File: src/rtl/dma_regfront_pkg.sv
package dma_regfront_pkg;
  localparam int unsigned CMD_OFS     = 'h000;
  localparam int unsigned BANK_BASE   = 'h100;
  localparam int unsigned BANK_STRIDE = 'h40;
  localparam int unsigned OFS_RAW     = 'h10;
  localparam int unsigned OFS_LAT     = 'h14;
  localparam int unsigned OFS_EN      = 'h18;
  localparam int unsigned OFS_MSK     = 'h1C;
  localparam int unsigned OFS_SMODE   = 'h20;
  localparam int unsigned OFS_DMODE   = 'h24;
  localparam int unsigned OFS_SADDR   = 'h28;
  localparam int unsigned OFS_DADDR   = 'h2C;
  localparam int unsigned OFS_SIZE    = 'h30;
  localparam int unsigned BIT_DONE    = 1;
  localparam int unsigned BIT_ABORT   = 13;
  localparam int unsigned BIT_CMD_ABT = 31;

  typedef struct packed {
    logic abort;
    logic done;
  } evt_t;

  function automatic logic [31:0] evt_to_word(evt_t e);
    logic [31:0] w;
    w = '0;
    w[BIT_DONE]  = e.done;
    w[BIT_ABORT] = e.abort;
    return w;
  endfunction
endpackage

File: src/rtl/dma_regfront_cmd.sv
module dma_regfront_cmd #(
  parameter int NUM_CH = 4
) (
  input  logic              clk,
  input  logic              rst_n,
  input  logic              cmd_wr,
  input  logic              cmd_abort_flag,
  input  logic [NUM_CH-1:0] cmd_sel,
  output logic [NUM_CH-1:0] start_o,
  output logic [NUM_CH-1:0] abort_o
);
  logic [NUM_CH-1:0] start_d, abort_d, start_q, abort_q;

  always_comb begin
    start_d = '0;
    abort_d = '0;
    if (cmd_wr) begin
      if (cmd_abort_flag) abort_d = cmd_sel;
      else                start_d = cmd_sel;
    end
  end

  always_ff @(posedge clk or negedge rst_n) begin
    if (!rst_n) begin
      start_q <= '0;
      abort_q <= '0;
    end else begin
      start_q <= start_d;
      abort_q <= abort_d;
    end
  end

  assign start_o = start_q;
  assign abort_o = abort_q;

  // a start pulse only follows a start command write
  p_start_from_cmd_r2: assert property (@(posedge clk) disable iff (!rst_n)
    (|start_q) |-> $past(cmd_wr && !cmd_abort_flag));
  // abort and start never fire together
  p_abort_excl_r3: assert property (@(posedge clk) disable iff (!rst_n)
    (|abort_q) |-> (start_q == '0));
  // pulses last one cycle without a new write
  p_pulse_single_r2: assert property (@(posedge clk) disable iff (!rst_n)
    ((|start_q) && !cmd_wr) |=> (start_q == '0));
endmodule

File: src/rtl/dma_regfront_chan.sv
module dma_regfront_chan
  import dma_regfront_pkg::*;
#(
  parameter int MODE_W = 8,
  parameter int OFS_W  = 6
) (
  input  logic              clk,
  input  logic              rst_n,
  input  logic              bank_wr,
  input  logic [OFS_W-1:0]  bank_off,
  input  logic [31:0]       wdata,
  input  logic              evt_done,
  input  logic              evt_abort_ack,
  output logic [31:0]       rd_val,
  output logic [MODE_W-1:0] src_mode,
  output logic [MODE_W-1:0] dst_mode,
  output logic [31:0]       src_addr,
  output logic [31:0]       dst_addr,
  output logic [31:0]       xfer_size,
  output logic              irq
);
  localparam logic [OFS_W-1:0] L_RAW   = OFS_W'(OFS_RAW);
  localparam logic [OFS_W-1:0] L_LAT   = OFS_W'(OFS_LAT);
  localparam logic [OFS_W-1:0] L_EN    = OFS_W'(OFS_EN);
  localparam logic [OFS_W-1:0] L_MSK   = OFS_W'(OFS_MSK);
  localparam logic [OFS_W-1:0] L_SMODE = OFS_W'(OFS_SMODE);
  localparam logic [OFS_W-1:0] L_DMODE = OFS_W'(OFS_DMODE);
  localparam logic [OFS_W-1:0] L_SADDR = OFS_W'(OFS_SADDR);
  localparam logic [OFS_W-1:0] L_DADDR = OFS_W'(OFS_DADDR);
  localparam logic [OFS_W-1:0] L_SIZE  = OFS_W'(OFS_SIZE);

  logic [MODE_W-1:0] smode_q, dmode_q;
  logic [31:0]       saddr_q, daddr_q, size_q;
  evt_t              sts_q, sts_d, en_q, sts_set, sts_clr, msk;
  logic              wr_smode, wr_dmode, wr_saddr, wr_daddr, wr_size, wr_en, wr_lat;

  always_comb begin
    wr_smode = bank_wr && (bank_off == L_SMODE);
    wr_dmode = bank_wr && (bank_off == L_DMODE);
    wr_saddr = bank_wr && (bank_off == L_SADDR);
    wr_daddr = bank_wr && (bank_off == L_DADDR);
    wr_size  = bank_wr && (bank_off == L_SIZE);
    wr_en    = bank_wr && (bank_off == L_EN);
    wr_lat   = bank_wr && (bank_off == L_LAT);
    sts_set  = '{abort: evt_abort_ack, done: evt_done};
    sts_clr  = '{abort: wr_lat && wdata[BIT_ABORT], done: wr_lat && wdata[BIT_DONE]};
    sts_d    = (sts_q & ~sts_clr) | sts_set;
    msk      = sts_q & en_q;
  end

  always_ff @(posedge clk or negedge rst_n) begin
    if (!rst_n) begin
      smode_q <= '0;
      dmode_q <= '0;
      saddr_q <= '0;
      daddr_q <= '0;
      size_q  <= '0;
      en_q    <= '0;
      sts_q   <= '0;
    end else begin
      if (wr_smode) smode_q <= wdata[MODE_W-1:0];
      if (wr_dmode) dmode_q <= wdata[MODE_W-1:0];
      if (wr_saddr) saddr_q <= wdata;
      if (wr_daddr) daddr_q <= wdata;
      if (wr_size)  size_q  <= wdata;
      if (wr_en)    en_q    <= '{abort: wdata[BIT_ABORT], done: wdata[BIT_DONE]};
      sts_q <= sts_d;
    end
  end

  always_comb begin
    case (bank_off)
      L_RAW:   rd_val = evt_to_word(sts_set);
      L_LAT:   rd_val = evt_to_word(sts_q);
      L_EN:    rd_val = evt_to_word(en_q);
      L_MSK:   rd_val = evt_to_word(msk);
      L_SMODE: rd_val = 32'(smode_q);
      L_DMODE: rd_val = 32'(dmode_q);
      L_SADDR: rd_val = saddr_q;
      L_DADDR: rd_val = daddr_q;
      L_SIZE:  rd_val = size_q;
      default: rd_val = '0;
    endcase
  end

  assign src_mode  = smode_q;
  assign dst_mode  = dmode_q;
  assign src_addr  = saddr_q;
  assign dst_addr  = daddr_q;
  assign xfer_size = size_q;
  assign irq       = |msk;

  // an event always leaves its sticky bit set
  p_set_wins_r8: assert property (@(posedge clk) disable iff (!rst_n)
    $past(evt_done && rst_n) |-> sts_q.done);
  // a clearing write without a coincident event clears the bit
  p_clear_done_r7: assert property (@(posedge clk) disable iff (!rst_n)
    $past(wr_lat && wdata[BIT_DONE] && !evt_done && rst_n) |-> !sts_q.done);
  // interrupt requires an open mask bit
  p_irq_needs_en_r10: assert property (@(posedge clk) disable iff (!rst_n)
    irq |-> (en_q != '0));
  // fields change only on their own write
  p_saddr_stable_r5: assert property (@(posedge clk) disable iff (!rst_n)
    !$past(wr_saddr) |-> $stable(saddr_q));
endmodule

File: src/rtl/dma_regfront.sv
module dma_regfront
  import dma_regfront_pkg::*;
#(
  parameter int NUM_CH = 4,
  parameter int ADDR_W = 12,
  parameter int MODE_W = 8
) (
  input  logic                     clk,
  input  logic                     rst_n,
  input  logic                     reg_wr,
  input  logic                     reg_rd,
  input  logic [ADDR_W-1:0]        reg_addr,
  input  logic [31:0]              reg_wdata,
  output logic [31:0]              reg_rdata,
  output logic [NUM_CH-1:0]        ch_start,
  output logic [NUM_CH-1:0]        ch_abort,
  output logic [NUM_CH*MODE_W-1:0] ch_src_mode,
  output logic [NUM_CH*MODE_W-1:0] ch_dst_mode,
  output logic [NUM_CH*32-1:0]     ch_src_addr,
  output logic [NUM_CH*32-1:0]     ch_dst_addr,
  output logic [NUM_CH*32-1:0]     ch_xfer_size,
  input  logic [NUM_CH-1:0]        evt_done,
  input  logic [NUM_CH-1:0]        evt_abort_ack,
  output logic [NUM_CH-1:0]        irq
);
  localparam int          OFS_W    = $clog2(BANK_STRIDE);
  localparam int unsigned BANK_END = BANK_BASE + NUM_CH * BANK_STRIDE;

  logic [31:0]       addr_ext, rel, rd_any, rdata_d, rdata_q;
  logic              in_bank, cmd_hit;
  logic [NUM_CH-1:0] bank_match;
  logic [31:0]       ch_rd [NUM_CH];

  always_comb begin
    addr_ext = 32'(reg_addr);
    in_bank  = (addr_ext >= BANK_BASE) && (addr_ext < BANK_END);
    cmd_hit  = (addr_ext == CMD_OFS);
    rel      = addr_ext - BANK_BASE;
  end

  dma_regfront_cmd #(.NUM_CH(NUM_CH)) u_cmd (
    .clk            (clk),
    .rst_n          (rst_n),
    .cmd_wr         (reg_wr && cmd_hit),
    .cmd_abort_flag (reg_wdata[BIT_CMD_ABT]),
    .cmd_sel        (reg_wdata[NUM_CH-1:0]),
    .start_o        (ch_start),
    .abort_o        (ch_abort)
  );

  for (genvar g = 0; g < NUM_CH; g++) begin : g_ch
    assign bank_match[g] = in_bank && ((rel >> OFS_W) == 32'(g));
    dma_regfront_chan #(.MODE_W(MODE_W), .OFS_W(OFS_W)) u_chan (
      .clk           (clk),
      .rst_n         (rst_n),
      .bank_wr       (reg_wr && bank_match[g]),
      .bank_off      (rel[OFS_W-1:0]),
      .wdata         (reg_wdata),
      .evt_done      (evt_done[g]),
      .evt_abort_ack (evt_abort_ack[g]),
      .rd_val        (ch_rd[g]),
      .src_mode      (ch_src_mode[g*MODE_W +: MODE_W]),
      .dst_mode      (ch_dst_mode[g*MODE_W +: MODE_W]),
      .src_addr      (ch_src_addr[g*32 +: 32]),
      .dst_addr      (ch_dst_addr[g*32 +: 32]),
      .xfer_size     (ch_xfer_size[g*32 +: 32]),
      .irq           (irq[g])
    );
  end

  always_comb begin
    rd_any = '0;
    for (int i = 0; i < NUM_CH; i++)
      if (bank_match[i]) rd_any = rd_any | ch_rd[i];
    rdata_d = reg_rd ? rd_any : rdata_q;
  end

  always_ff @(posedge clk or negedge rst_n) begin
    if (!rst_n) rdata_q <= '0;
    else        rdata_q <= rdata_d;
  end

  assign reg_rdata = rdata_q;

  // reads outside the banks return zero
  p_unmapped_read_zero_r11: assert property (@(posedge clk) disable iff (!rst_n)
    $past(reg_rd && !in_bank && rst_n) |-> (reg_rdata == '0));
  // read data holds without a read
  p_rdata_hold_r12: assert property (@(posedge clk) disable iff (!rst_n)
    $past(!reg_rd && rst_n) |-> $stable(reg_rdata));
  // a write outside every mapped location produces no pulse
  p_no_pulse_unmapped_r11: assert property (@(posedge clk) disable iff (!rst_n)
    $past(reg_wr && !cmd_hit && rst_n) |-> ((ch_start | ch_abort) == '0));
endmodule

File: config.mk
export PLATFORM = sky130hd
export DESIGN_NAME = dma_regfront
export DESIGN_NICKNAME = d
export VERILOG_FILES = /design/src/rtl/dma_regfront_pkg.sv /design/src/rtl/dma_regfront_cmd.sv /design/src/rtl/dma_regfront_chan.sv /design/src/rtl/dma_regfront.sv
export SDC_FILE = /design/constraint.sdc
export NUM_CORES = 1
export LEC_CHECK = 0
export ABC_AREA = 1
export ABC_CLOCK_PERIOD_IN_PS = 1100
export BUFFER_PORTS_ARGS = -buffer_cell sky130_fd_sc_hd__buf_2
export CAP_MARGIN = 20
export CORE_MARGIN = 2
export CORE_UTILIZATION = 45
export CTS_CLUSTER_SIZE = 8
export DETAILED_ROUTE_END_ITERATION = 12
export GPL_ROUTABILITY_DRIVEN = 0
export GPL_TIMING_DRIVEN = 0
export PLACE_DENSITY = 0.72
export SLEW_MARGIN = 20
export SYNTH_ARGS = -nofsm -noshare
export SYNTH_HDL_FRONTEND = slang
export SYNTH_SLANG_ARGS = --single-unit
File: constraint.sdc
create_clock -name clk -period 1.1 [get_ports clk]
set_input_delay 0.165 -clock clk [delete_from_list [all_inputs] [get_ports clk]]
set_output_delay 0.165 -clock clk [all_outputs]
set_load 0.05 [all_outputs]
==> metrics, run 1 <==
status did not finish; Last stage global routing; first error [ERROR GRT-0232] Routing congestion too high. Check the congestion heatmap in the GUI.; DP HPWL 78.1 mm; Synth Cell Area 22,300 um^2; chip height 226 um; Seq/Total Area, Yosys 0.567; Tot GR Track Use 0.751; gr ovfl total 7; initial core utilization 0.455; H-tree levels 3; dominant cells by area after synthesis dfrtp_1 57%, nand2_1 18%, o21ai_0 8.4%; clock sink count 504; FF+latch count, synth 504; adder and majority gate portion of the synthesized area 0; Die X 226 um; TritonCTS buffer count 73; Top Ports 548; largest net degree at the start of global routing 101; FP Rows 81; xor/xnor share of the synthesized area 0; post-synthesis simple-gate area fraction 0.259; Yosys top cell area share 0.567; syn nets 2,820; synth warn 0; average footprint of a synthesized cell 8.05 um^2; clk buf depth 3; Synth cell types 24; cell count after synthesis 2,764; multiplexer share of the synthesized area 0; Port-buffer cells 546; largest family of logic cells by synthesized area simple AND/OR/NAND/NOR gates; Root Driver clkbuf_16; cell taking the most area after synthesis dfrtp_1; Compound-Gate Fraction of Synth Area 0.121
==> Yosys cell counts <==
cell,n
a21oi_1,13
dfrtp_1,504
nand3_1,151
a21oi_2,1
inv_2,3
inv_1,99
o21ai_1,104
a22oi_1,27
buf_1,8
buf_2,41
buf_4,10
nor2_1,172
nor4_1,1
nor2_2,6
nand4_1,8
clkinv_1,1
nand2_1,1085
o21ai_0,372
nor3_1,2
nand2_2,7
nand3b_1,1
o21bai_1,4
clkbuf_1,133
nor2_4,11
==> per-layer routing <==
| layer | track usage | overflow |
|---|---|---|
| met5 | 0.455 | 0 |
| met3 | 0.656 | 1 |
| met1 | 0.753 | 1 |
| met4 | 0.684 | 4 |
| met2 | 0.881 | 1 |
==> cells by family after synthesis <==
family,Yosys count
buf+inv,295
compound gates,521
flops,504
simple gates,1444
==> per-stage QoR <==
step / hold WS (ns) / std cells / util / instance area, um^2 / worst slack [ns]
floorplan: -0.131 / 2764 / - / 22700 / -0.323
global placement: 0.379 / 3974 / 0.537 / 26200 / -10.66
detailed placement: 0.147 / 3979 / 0.540 / 26400 / -1.42
CTS: -0.542 / 4674 / 0.822 / 40100 / -0.454
==> what timing repair did <==
item | CTS
hold buffers | 34
cloned | 51
resized for setup | 1871
buffers inserted | 535
endpoints found under the hold margin | 297
pin swaps | 89
endpoints found under the setup margin | 1154
==> inputs of run 2 (changes only) <==
Settings changed: ABC_CLOCK_PERIOD_IN_PS 1100 to 1400, CORE_UTILIZATION 45 to 30, CTS_CLUSTER_SIZE 8 to default, PLACE_DENSITY 0.72 to default, PLACE_DENSITY_LB_ADDON from default to 0.15.
Clock period 1.1 ns to 1.4 ns, I/O delays scaled along.
==> run 2 against run 1 <==
The flow now finishes, with violations (negative hold slack, negative setup slack). Area after synthesis unchanged. Synthesized cell count is the same.
==> metrics, run 2 <==
status complete, but fails checks; failing checks negative hold slack, negative setup slack; Placed Cells 4,274 (+7.4%); clk buf depth 3 (unchanged); WL/cell 27.8 um; Slew Limit Fails 0; vias in the first global route 25,400; main flop type after synthesis dfrtp_1; global-route wire length before repair 189 mm; Root Driver clkbuf_16; CTS tree done; clock skew 0.0149 ns; fin cells 5,012; critical path required time 1.19 ns; Worst Setup Slack post-DPL -1.45 ns (-0.0354 ns); Leak 20.2 nW; dominant cells by area after synthesis dfrtp_1 57%, nand2_1 18%, o21ai_0 8.4%; fin crit period 1.70 ns; Remaining DRCs 0; Synth Cell Area 22,300 um^2 (unchanged); synth cell count leaders 1,085 x nand2_1, 504 x dfrtp_1, 372 x o21ai_0, 172 x nor2_1, 151 x nand3_1; Yosys top cell area share 0.567 (unchanged); worst rel slew slack 0.376; final setup vio count 361; xor/xnor share of the synthesized area 0 (unchanged); commonest cells after routing, fill and taps aside 970 x nand2_1, 555 x buf_4, 529 x buf_6, 451 x dfrtp_1, 345 x o21ai_0; FILL cells 6,740; Die X 276 um (+22%); FF+latch count, synth 504 (unchanged); H-tree levels 2 (-1); nature of the critical path endpoint primary output; layout cells sized above 1 0.427; Hold Vio Cnt, Final 197; FFs w/ async S/R, synth 1.00 (unchanged); hold buffer count at cts 34 (unchanged); clock latency on the worst-skew pair 0.63 ns; cell count after synthesis 2,764 (unchanged); initial core utilization 0.304 (-0.152); number of max-cap violations 0; post-synthesis simple-gate area fraction 0.259 (unchanged); most common cell after layout, fill and taps aside nand2_1; cell depth of the worst flop-to-flop path 9; adder and majority gate portion of the synthesized area 0 (unchanged); f_max 590 MHz; DR vias 26,400; Seq/Total Area, Yosys 0.567 (unchanged); FF-to-FF setup slack -0.14 ns; WS Path Type flop to primary output; Layout Nets 4,059; FP Rows 99 (+22%); vias per cell 5.27; cell taking the most area after synthesis dfrtp_1; initial antenna violation count 5; Worst EP arrival 1.49 ns; Tot GR Track Use 0.347; Layout area overhead 77.4%; final worst path period share 1.21; chip height 276 um (+22%); First DRT Iteration DRCs 3,072; worst setup margin -0.296 ns; Routed WL 139 mm; count leader, synth nand2_1; Worst-Margin Slew 0.937 ns; worst reg2reg startpoint g_ch[3].u_chan.dst_addr[1]; largest net degree at the start of global routing 94; core box area 73,200 um^2; Port-buffer cells 546 (unchanged); Hold WS -0.486 ns; Die ar. 76,400 um^2; clock sink count 504 (unchanged); TritonRoute pass-1 iters 6; Top Ports 548 (unchanged); syn nets 2,820 (unchanged); gr ovfl total 0; TritonCTS buffer count 57 (-22%); Synth cell types 24 (unchanged); average footprint of a synthesized cell 8.05 um^2 (unchanged); Compound-Gate Fraction of Synth Area 0.121 (unchanged); Max VDD drop 0.000877 V; critical path peak fanout 2; worst hold path type input pin to asynchronous set/reset pin; Pwr per Cell Area 859 nW/um^2; FF-to-FF End reg_rdata[1]; Post-synth EDFFs 0 (unchanged); synth warn 0 (unchanged); CP Launch Type flop; clock slew at reported path FFs 0.06 ns; DP HPWL 89.9 mm (+15%); largest family of logic cells by synthesized area simple AND/OR/NAND/NOR gates; RSZ-0062 raised after global routing yes; Antenna Nets Post-Route 0; multiplexer share of the synthesized area 0 (unchanged)
run 2: cell counts after synthesis:
No cell type changed its count.
run 2: what timing repair did:
item,CTS,global route
setup endpoints to repair,932,1021
buffers inserted,482,123
gates resized for setup,1355,448
pin swaps,31,146
endpoints found under the hold margin,138,74
cloned,4,11
run 2: per-stage QoR:
stage,power (W),hold WS (ns),TNS (ns),utilization,instance area [um^2]
global placement,0.0168,0.433,-6018.68,0.360,26400
finish,0.0339,-0.486,-11.01,0.539,39500
CTS,0.0337,-0.406,-18.60,0.504,36900
global route,0.0346,-0.461,-22.19,0.539,39500
detailed placement,0.0169,0.250,-562.42,0.362,26500
floorplan,0.0159,-0.0856,-17.53,-,22400
run 2: worst max-delay path by stage:
| stage | start | endpoint | slack, ns |
|---|---|---|---|
| after global placement | rst_n | g_ch[0].u_chan.src_addr[18] | -11.06 |
| after CTS | g_ch[0].u_chan.en_q[1] | irq[0] | -0.31 |
| final | g_ch[0].u_chan.en_q[1] | irq[0] | -0.30 |
| after floorplan | reg_addr[10] | g_ch[0].u_chan.src_addr[5] | -0.08 |
| after global routing | g_ch[0].u_chan.en_q[1] | irq[0] | -0.33 |
| after detailed placement | reg_addr[4] | reg_rdata[5] | -1.45 |
run 2: critical path, cell delays in order (launching register included):
cell and delay [ns]:
dfrtp_1 0.36, inv_2 0.05, o21ai_2 0.18, buf_4 0.15
buf_8 0.13
run 2: final cells by class:
class	instances	area [um^2]	share of cell area
Multi-Input combinational cell	1966	9760	0.247
Sequential cell	504	12700	0.321
Buffer	183	1840	0.0467
Tap cell	959	1200	0.0304
Clock inverter	21	267	0.00675
Inverter	103	387	0.00980
Clock buffer	86	1790	0.0453
Antenna cell	2	5.00	0.000127
Timing Repair Buffer	1188	11500	0.292
run 2: metal layers:
| metal | GRT usage | share of wire |
|---|---|---|
| met2 | 0.529 | 0.44 |
| met5 | 0 | 0 |
| met4 | 0.165 | 0.057 |
| met3 | 0.0975 | 0.11 |
| met1 | 0.456 | 0.39 |
run 2: cells by family after synthesis:
| group | count (synthesis) |
|---|---|
| flops | 504 |
| compound gates | 521 |
| buf+inv | 295 |
| simple gates | 1444 |
run 2: power by group:
group          internal [W]  leakage (nW)  switching (W)
Combinational      0.000791          12.3        0.00168
Clock               0.00988          1.02        0.00676
Sequential           0.0147          6.86       0.000121
Total                0.0254          20.2        0.00855
No activity file was read; power rests on OpenSTA's default activity.
